[src/rtl/flag_pkg.sv]
package flag_pkg;
  typedef enum logic [2:0] {
    OP_ADD  = 3'd0,
    OP_ADC  = 3'd1,
    OP_SUB  = 3'd2,
    OP_SBB  = 3'd3,
    OP_STC  = 3'd4,
    OP_CLC  = 3'd5,
    OP_CMC  = 3'd6,
    OP_MOVE = 3'd7
  } op_e;

  typedef struct packed {
    logic ovf;
    logic sgn;
    logic zro;
    logic aux;
    logic par;
    logic cry;
  } flags_t;

  localparam int FLAG_W = $bits(flags_t);
endpackage

[src/rtl/arith_core.sv]
module arith_core
  import flag_pkg::*;
#(
  parameter int DATA_W = 16
) (
  input  logic [DATA_W-1:0] a_i,
  input  logic [DATA_W-1:0] b_i,
  input  op_e               op_i,
  input  logic              byte_i,
  input  logic              carry_i,
  output logic [DATA_W-1:0] result_o,
  output flags_t            flags_o
);
  localparam int LOW_W = DATA_W / 2;
  localparam int EXT_W = DATA_W + 1;
  localparam int NIB   = 4;

  logic [2:0]        opc;
  logic [DATA_W-1:0] am, bm;
  logic [EXT_W-1:0]  total;
  logic              cin_eff, is_sub, sa, sb, sr;

  always_comb begin
    opc     = op_i;
    is_sub  = opc[1];
    am      = byte_i ? {{(DATA_W-LOW_W){1'b0}}, a_i[LOW_W-1:0]} : a_i;
    bm      = byte_i ? {{(DATA_W-LOW_W){1'b0}}, b_i[LOW_W-1:0]} : b_i;
    cin_eff = opc[0] & carry_i;
    if (is_sub) total = {1'b0, am} - {1'b0, bm} - EXT_W'(cin_eff);
    else        total = {1'b0, am} + {1'b0, bm} + EXT_W'(cin_eff);

    if (opc[2])      result_o = bm;
    else if (byte_i) result_o = {{(DATA_W-LOW_W){1'b0}}, total[LOW_W-1:0]};
    else             result_o = total[DATA_W-1:0];

    sa = byte_i ? am[LOW_W-1] : am[DATA_W-1];
    sb = byte_i ? bm[LOW_W-1] : bm[DATA_W-1];
    sr = byte_i ? total[LOW_W-1] : total[DATA_W-1];

    // borrow is the wrapped top bit of the extended difference
    flags_o.cry = byte_i ? total[LOW_W] : total[DATA_W];
    flags_o.par = ~^result_o[7:0];
    flags_o.aux = am[NIB] ^ bm[NIB] ^ total[NIB];
    flags_o.zro = (result_o == '0);
    flags_o.sgn = sr;
    flags_o.ovf = is_sub ? ((sa ^ sb) & (sr ^ sa)) : (~(sa ^ sb) & (sr ^ sa));
  end
endmodule

[src/rtl/flag_reg.sv]
module flag_reg
  import flag_pkg::*;
(
  input  logic   clk_i,
  input  logic   rst_ni,
  input  logic   upd_en_i,
  input  op_e    op_i,
  input  flags_t next_i,
  output flags_t flags_o
);
  always_ff @(posedge clk_i or negedge rst_ni) begin
    if (!rst_ni) begin
      flags_o <= '0;
    end else if (upd_en_i) begin
      unique case (op_i)
        OP_ADD, OP_ADC, OP_SUB, OP_SBB: flags_o <= next_i;
        OP_STC:  flags_o.cry <= 1'b1;
        OP_CLC:  flags_o.cry <= 1'b0;
        OP_CMC:  flags_o.cry <= ~flags_o.cry;
        default: ;
      endcase
    end
  end

  a_r8_hold_when_idle: assert property (@(posedge clk_i) disable iff (!rst_ni)
    !upd_en_i |=> $stable(flags_o));

  a_r9_stc_sets: assert property (@(posedge clk_i) disable iff (!rst_ni)
    (upd_en_i && op_i == OP_STC) |=> flags_o.cry);

  a_r9_clc_clears: assert property (@(posedge clk_i) disable iff (!rst_ni)
    (upd_en_i && op_i == OP_CLC) |=> !flags_o.cry);

  a_r9_cmc_inverts: assert property (@(posedge clk_i) disable iff (!rst_ni)
    (upd_en_i && op_i == OP_CMC) |=> flags_o.cry != $past(flags_o.cry));

  a_r9_others_kept: assert property (@(posedge clk_i) disable iff (!rst_ni)
    (upd_en_i && (op_i == OP_STC || op_i == OP_CLC || op_i == OP_CMC))
      |=> flags_o[FLAG_W-1:1] == $past(flags_o[FLAG_W-1:1]));

  a_r10_move_keeps: assert property (@(posedge clk_i) disable iff (!rst_ni)
    (op_i == OP_MOVE) |=> $stable(flags_o));
endmodule

[src/rtl/arith_flag_unit.sv]
module arith_flag_unit
  import flag_pkg::*;
#(
  parameter int DATA_W = 16
) (
  input  logic              clk_i,
  input  logic              rst_ni,
  input  logic [2:0]        op_i,
  input  logic              byte_i,
  input  logic [DATA_W-1:0] a_i,
  input  logic [DATA_W-1:0] b_i,
  input  logic              carry_i,
  input  logic              upd_en_i,
  output logic [DATA_W-1:0] result_o,
  output logic [5:0]        flags_o
);
  localparam int LOW_W = DATA_W / 2;

  op_e    op_w;
  flags_t next_w, flags_q;

  assign op_w = op_e'(op_i);

  arith_core #(.DATA_W(DATA_W)) u_core (
    .a_i     (a_i),
    .b_i     (b_i),
    .op_i    (op_w),
    .byte_i  (byte_i),
    .carry_i (carry_i),
    .result_o(result_o),
    .flags_o (next_w)
  );

  flag_reg u_flags (
    .clk_i   (clk_i),
    .rst_ni  (rst_ni),
    .upd_en_i(upd_en_i),
    .op_i    (op_w),
    .next_i  (next_w),
    .flags_o (flags_q)
  );

  assign flags_o = flags_q;

  a_r1_byte_upper_zero: assert property (@(posedge clk_i) disable iff (!rst_ni)
    byte_i |-> result_o[DATA_W-1:LOW_W] == '0);

  a_r5_zero_tracks_result: assert property (@(posedge clk_i) disable iff (!rst_ni)
    (upd_en_i && !op_i[2]) |=> flags_o[3] == ($past(result_o) == '0));

  a_r6_sign_tracks_msb: assert property (@(posedge clk_i) disable iff (!rst_ni)
    (upd_en_i && !op_i[2]) |=>
      flags_o[4] == ($past(byte_i) ? $past(result_o[LOW_W-1]) : $past(result_o[DATA_W-1])));

  a_r3_parity_low_byte: assert property (@(posedge clk_i) disable iff (!rst_ni)
    (upd_en_i && !op_i[2]) |=> flags_o[1] == !($countones($past(result_o[7:0])) % 2));
endmodule

[config.mk]
export PLATFORM = sky130hd
export DESIGN_NAME = arith_flag_unit
export DESIGN_NICKNAME = d
export VERILOG_FILES = /design/src/rtl/flag_pkg.sv /design/src/rtl/arith_core.sv /design/src/rtl/flag_reg.sv /design/src/rtl/arith_flag_unit.sv
export SDC_FILE = /design/constraint.sdc
export NUM_CORES = 1
export LEC_CHECK = 0
export ABC_AREA = 1
export BUFFER_PORTS_ARGS = -buffer_cell sky130_fd_sc_hd__buf_2
export CORE_ASPECT_RATIO = 0.8
export CORE_MARGIN = 5
export CORE_UTILIZATION = 45
export CTS_BUF_LIST = sky130_fd_sc_hd__clkbuf_2
export DETAILED_ROUTE_END_ITERATION = 7
export GPL_TIMING_DRIVEN = 0
export PLACE_DENSITY = 0.78
export SLEW_MARGIN = 25
export SYNTH_ARGS = -nofsm -noshare
export SYNTH_HDL_FRONTEND = slang
export SYNTH_SLANG_ARGS = --single-unit
[constraint.sdc]
create_clock -name clk_i -period 3.3 [get_ports clk_i]
set_input_delay 0 -clock clk_i [delete_from_list [all_inputs] [get_ports clk_i]]
set_output_delay 0 -clock clk_i [all_outputs]
set_load 0.005 [all_outputs]
== After elaboration in Yosys (flattened, before gate mapping) ==
Index checks and enable logic that the tools add are counted.

* Register bits: 6
* Input port bits: 40
* Output and inout port bits: 22
* Logic and storage cells: 43

* Add/sub/neg operators: 4
* Equality and inequality tests: 6
* Multiplexer cells: 11
* Bitwise gates (word level): 9
* Reduce and logical (&&, ||, !) cells: 7

{| class="wikitable"
|+ Operators by type and width
! operator !! number
|-
| 2-to-1 mux 16 bit || 4
|-
| adder 16 x 16 -> 17 bit || 1
|-
| adder 17 x 1 -> 17 bit || 1
|-
| 2-to-1 mux 17 bit || 1
|-
| subtractor 16 x 16 -> 17 bit || 1
|-
| subtractor 17 x 1 -> 17 bit || 1
|-
| zero test 16 bit || 1
|-
| equality test 3 bit (second input constant) || 3
|-
| XNOR reduction 8 bit || 1
|-
| equality test 3 x 2 -> 1 bit (second input constant) || 2
|-
| 2-to-1 mux 1 bit || 5
|-
| one-hot mux 1 bit (4 select lines) || 1
|-
| AND reduction 2 bit || 2
|-
| nonzero test 4 bit || 1
|-
| OR reduction 4 bit || 1
|-
| bitwise XOR 1 bit || 4
|-
| bitwise AND 1 bit || 3
|-
| equality test 3 x 1 -> 1 bit (second input constant) || 1
|-
| zero test 3 bit || 1
|-
| NOT 1 bit || 2
|}

== Logic depth before layout (Yosys ltp) ==
* Depth in word-level cells: 8
* Depth in mapped cells: 24
* Mapped depth without buffers: 24

== Modules after synthesis ==
Synthesis repeated with hierarchy kept, for this count alone.

* Cells, all modules: 621
* Area, all modules: 3,306.9 um2

{| class="wikitable"
|+ By module, submodules not included
! module !! times used !! cells an instance !! area an instance (um2) !! sequential area each (um2)
|-
| arith_core || 1 || 581 || 3,019.1 || 0.0
|-
| flag_reg || 1 || 40 || 287.8 || 150.1
|}

== Least setup slack after synthesis ==
Ideal clock, no wire load.

* Path kind: input-to-reg
* From: in a_i[4]
* To: reg, netlist name u_flags.flags_o[3]
* Library setup time: 65 ps
* Data arrival time: 2,522 ps
* Required time: 3,235 ps
* Slack: 713 ps
* Stages on the path: 21
* Buffers on the path: 0
* Cell sequence: inv_1 > ha_1 > inv_1 > ha_1 > a21oi_1 > nor2_1 > nor2_1 > nand2_1 > o21ai_0 > o21ai_1 > nand2_1 > o21ai_0 > inv_1 > ha_1 > nand4_1 > or2_2 > nor2_2 > nand3_1 > nor2_1 > nand3_1 > nand2_1

* Longest elaborated chain between the ends: 7
* Elaborated cells on any way between the ends: 9
* Classes of those cells: add/sub (4); mux (4); reduce/logical (1)

{| class="wikitable"
|+ RTL lines
! element !! RTL line !! source
|-
| start: declaration || arith_flag_unit.sv:10 || <nowiki>input logic [DATA_W-1:0] a_i,</nowiki>
|-
| 2-to-1 mux 16 bit * || arith_core.sv:26 || <nowiki>am = byte_i ? {{(DATA_W-LOW_W){1'b0}}, a_i[LOW_W-1:0]} : a_i;</nowiki>
|-
| adder 16 x 16 -> 17 bit / subtractor 16 x 16 -> 17 bit (equally long branches) || arith_core.sv:30, arith_core.sv:29 ||
|-
| adder 17 x 1 -> 17 bit / subtractor 17 x 1 -> 17 bit (equally long branches) || arith_core.sv:30, arith_core.sv:29 ||
|-
| 2-to-1 mux 17 bit * || arith_core.sv:29 || <nowiki>if (is_sub) total = {1'b0, am} - {1'b0, bm} - EXT_W'(cin_eff);</nowiki>
|-
| 2-to-1 mux 16 bit * || arith_core.sv:33 || <nowiki>else if (byte_i) result_o = {{(DATA_W-LOW_W){1'b0}}, total[LOW_W-1:0]};</nowiki>
|-
| 2-to-1 mux 16 bit * || arith_core.sv:32 || <nowiki>if (opc[2]) result_o = bm;</nowiki>
|-
| via result_o[7] || arith_flag_unit.sv:14 || <nowiki>output logic [DATA_W-1:0] result_o,</nowiki>
|-
| zero test 16 bit * || arith_core.sv:44 || <nowiki>flags_o.zro = (result_o == '0);</nowiki>
|}

Mark *: on every way through the listed nets, which the timed path passes. The rest lies on a longest branch.
A chain may end at the register's enable or synchronous reset.

== Final worst setup path ==
* From: in a_i[4]
* To: reg, netlist name u_flags.flags_o[3]

* Longest elaborated chain between the ends: 7
* Elaborated cells on any way between the ends: 9
* Classes of those cells: add/sub (4); mux (4); reduce/logical (1)

{| class="wikitable"
|+ RTL lines
! element !! RTL line
|-
| 2-to-1 mux 16 bit * || arith_core.sv:26
|-
| adder 16 x 16 -> 17 bit / subtractor 16 x 16 -> 17 bit (equally long branches) || arith_core.sv:30, arith_core.sv:29
|-
| adder 17 x 1 -> 17 bit / subtractor 17 x 1 -> 17 bit (equally long branches) || arith_core.sv:30, arith_core.sv:29
|-
| 2-to-1 mux 17 bit * || arith_core.sv:29
|-
| 2-to-1 mux 16 bit * || arith_core.sv:33
|-
| 2-to-1 mux 16 bit * || arith_core.sv:32
|-
| zero test 16 bit * || arith_core.sv:44
|}

Every way passes the cells marked *; elsewhere a longest branch is shown, timed or not.

==> run_results.csv <==
group,metric,value,unit
outcome,outcome,"completed",
timing,hold_violations,0,
yosys,yosysWarnings,0,
yosys,ys_seq_area_share,4.60,%
cts,clk_pin_slew,0.07,ns
cts,clkLatencyLatePin,0.23,ns
timing,fmax,327,MHz
timing,worst_pin_slew,0.676,ns
place,gp_congestion,0.923,
global_route,grt_max_degree,11,
layout,drive_above_1_share,15.3,%
layout,finish.utilization,53.1,%
timing,period_share,92.7,%
layout,mostFrequentLayoutCell,"nand2_1",
power,power.switching,509,µW
detailed_routing,via_count,3931,
setup_path,crit_type,"input pin to register",
setup_path,cp-start-kind,"input pin",
yosys,netlist_instances,602,
layout,final_nets,761,
floorplanning,chipHeight,86.2,µm
detailed_routing,wl_per_cell,13.4,µm
yosys,ys_ff_latch,6,
setup_path,r2r_cells,3,
setup_path,worstPathMaxFanout,5,
global_route,grt_pass1_wl,16500,µm
power,ir_drop,205,µV
detailed_routing,avgViaCountPerCell,5.22,
layout,diodes,0,
yosys,ys_types,34,
cts,clock_path_buffers,2,
floorplanning,core-area,0.00696,mm²
floorplanning,num_rows,27,
setup_path,slowest_stage,"ha_1",
yosys,postSynthAreaPerCell,5.42,µm²
layout,largest_reg_flops,6,
power,combPwrFrac,82.9,%
cts,cts_tree,"done",
detailed_routing,route.detailed.drc,0,
flow_run,drv_cap,0,
timing,post-route-min-period,3.06,ns
detailed_routing,ant_nets,0,
power,switching_share,56.7,%
layout,top_register,"u_flags.flags_o",
cts,h-tree-depth,1,
layout,largestRegisters,"u_flags.flags_o: 6 flops",
setup_path,cp_cell_sequence,"buf_2 -> inv_1 -> ha_1 -> inv_1 -> ha_1 -> a21oi_1 -> nor2_1 -> nor2_1 -> nand2_1 -> o21ai_0 -> o21ai_1 -> nand2_1 -> o21ai_0 -> inv_1 -> ha_1 -> nand4_1 -> or2_2 -> nor2_2 -> nand3_1 -> nor2_1 -> nand3_1 -> nand2_1",
setup_path,worst_ep_required_time,3.46,ns
cts,cts_buffers,3,
floorplanning,die_area,0.00907,mm²
cts,clock-sinks,6,
detailed_routing,wl,10100,µm
cts,cts-resized-gates,0,
global_route,overflow,0,
detailed_routing,dr.pass1.iters,5,
global_route,antenna_found_initial,0,
timing,grt_setup_unrepaired,"no",
place,port_buffers,60,
layout,layout_common_cells,"180 x nand2_1, 138 x inv_1, 62 x buf_2",
worst_hold_path,hold_path_class,"input pin to asynchronous set/reset pin",
power,p_seq_share,11.2,%
floorplanning,ioPinCount,62,
place,dp_slack,0.123,ns
setup_path,max_stage_delay,0.40,ns
floorplanning,die_w,105,µm
timing,worst_slack,0.240,ns
timing,setup_viol,0,
power,powerDensity,243,mW/mm²
timing,slew_viol_final,0,
power,total_power,898,µW
timing,clock_skew,0,ns
timing,tns,0,ns
power,power_frac_clock,5.9,%
global_route,grt_pass1_vias,3637,
layout,n_fill_cell,730,
power,power.internal,389,µW
power,p_leak,2.40,nW
place,placed_cells,749,
global_route,grt_usage,21.5,%
cts,cts_root_buf,"clkbuf_2",
place,hpwlAfterDp,8630,µm
floorplanning,initial_core_util,46.9,%
timing,slew_headroom,54.9,%
setup_path,crit_path_end_kind,"register",
layout,stdcell_count,753,
layout,syn_to_final_growth,13.3,%
detailed_routing,drt_iter0_markers,358,
setup_path,cp_data_arrival_time,3.22,ns
yosys,syn_nets,695,
yosys,syn_area,0.00326,mm²
-- power groups by stage --
stage,Clock (mW),Combinational [mW],Sequential [mW]
finish,0.0529,0.745,0.100
global placement,0,0.709,0.0991
floorplan,0,0.512,0.101
CTS,0.0544,0.733,0.0997
global route,0.0566,0.838,0.102
detailed placement,0,0.726,0.101
-- per-layer routing --
layer	global-route usage, %	share of wire, %	vias up
li1	-	-	1989
met1	30.5	47	1765
met2	36.3	44	171
met3	2.61	8.2	6
met4	2.09	0.27	0
met5	0	0	-
-- kinds of logic after synthesis --
group           share of synthesized area, %
compound gates                          10.2
xor+xnor                                2.15
fa+ha+maj                               21.2
buf+inv                                 18.0
flops                                   4.60
simple gates                            43.8
-- cells in the mapped netlist --
cell	instances	share of area, %
a211oi_1	1	0.23
a21o_1	2	0.46
a21oi_1	28	4.3
a21oi_2	3	0.81
a22oi_1	1	0.23
a31oi_1	2	0.38
and2_1	5	0.96
buf_2	2	0.31
buf_4	1	0.23
buf_6	2	0.69
clkbuf_1	3	0.34
dfrtp_1	6	4.6
fa_1	4	2.5
ha_1	49	19
inv_1	138	16
inv_2	5	0.57
nand2_1	180	21
nand2_2	11	2.1
nand2_4	1	0.34
nand3_1	57	8.7
nand3_2	7	2.1
nand4_1	10	1.9
nor2_1	40	4.6
nor2_2	3	0.57
nor3_1	4	0.61
nor3_2	1	0.31
o21ai_0	21	3.2
o21ai_1	1	0.15
o21bai_1	1	0.23
o31ai_1	1	0.23
or2_1	1	0.19
or2_2	3	0.57
xnor2_1	4	1.1
xor2_1	4	1.1
-- final timing paths --
kind / startpoint / to / slack, ns
max: a_i[4] / u_flags.flags_o[3] / 0.24
min: rst_ni / u_flags.flags_o[0] / 0.11
max reg2reg: u_flags.flags_o[0] / u_flags.flags_o[0] / 2.35
min reg2reg: u_flags.flags_o[2] / u_flags.flags_o[2] / 0.50
max in group asynchronous: rst_ni / u_flags.flags_o[5] / 3.05
min in group clk_i: op_i[2] / u_flags.flags_o[4] / 0.11
-- stage by stage --
step	area (µm²)	hold slack (ns)
CTS	3700	0.104
global placement	3670	-0.174
global route	3700	0.126
finish	3700	0.107
detailed placement	3670	-0.171
floorplan	3260	-0.296
-- worst max-delay path, delay by kind of cell --
family | cells | cell delay, ns
buffers and inverters | 4 | 0.34
AND/OR/NAND/NOR | 11 | 1.27
adder cells (fa/ha/maj) | 3 | 0.90
AO/OA/AOI/OAI | 4 | 0.70
-- repair_timing --
action	CTS	global route
hold buffers	1	0
endpoints found under the hold margin	6	0
buffers inserted	0	0
-- cell type report --
type                            instances  area [µm²]  share of cell area (%)
Buffer                                  8        51.3                    1.39
Inverter                              143         537                    14.5
Tap cell                               87         109                    2.94
Multi-Input combinational cell        445        2530                    68.3
Timing Repair Buffer                   61         310                    8.39
Sequential cell                         6         150                    4.06
Clock buffer                            3        15.0                   0.406
Power figures use the tool's default switching activity.
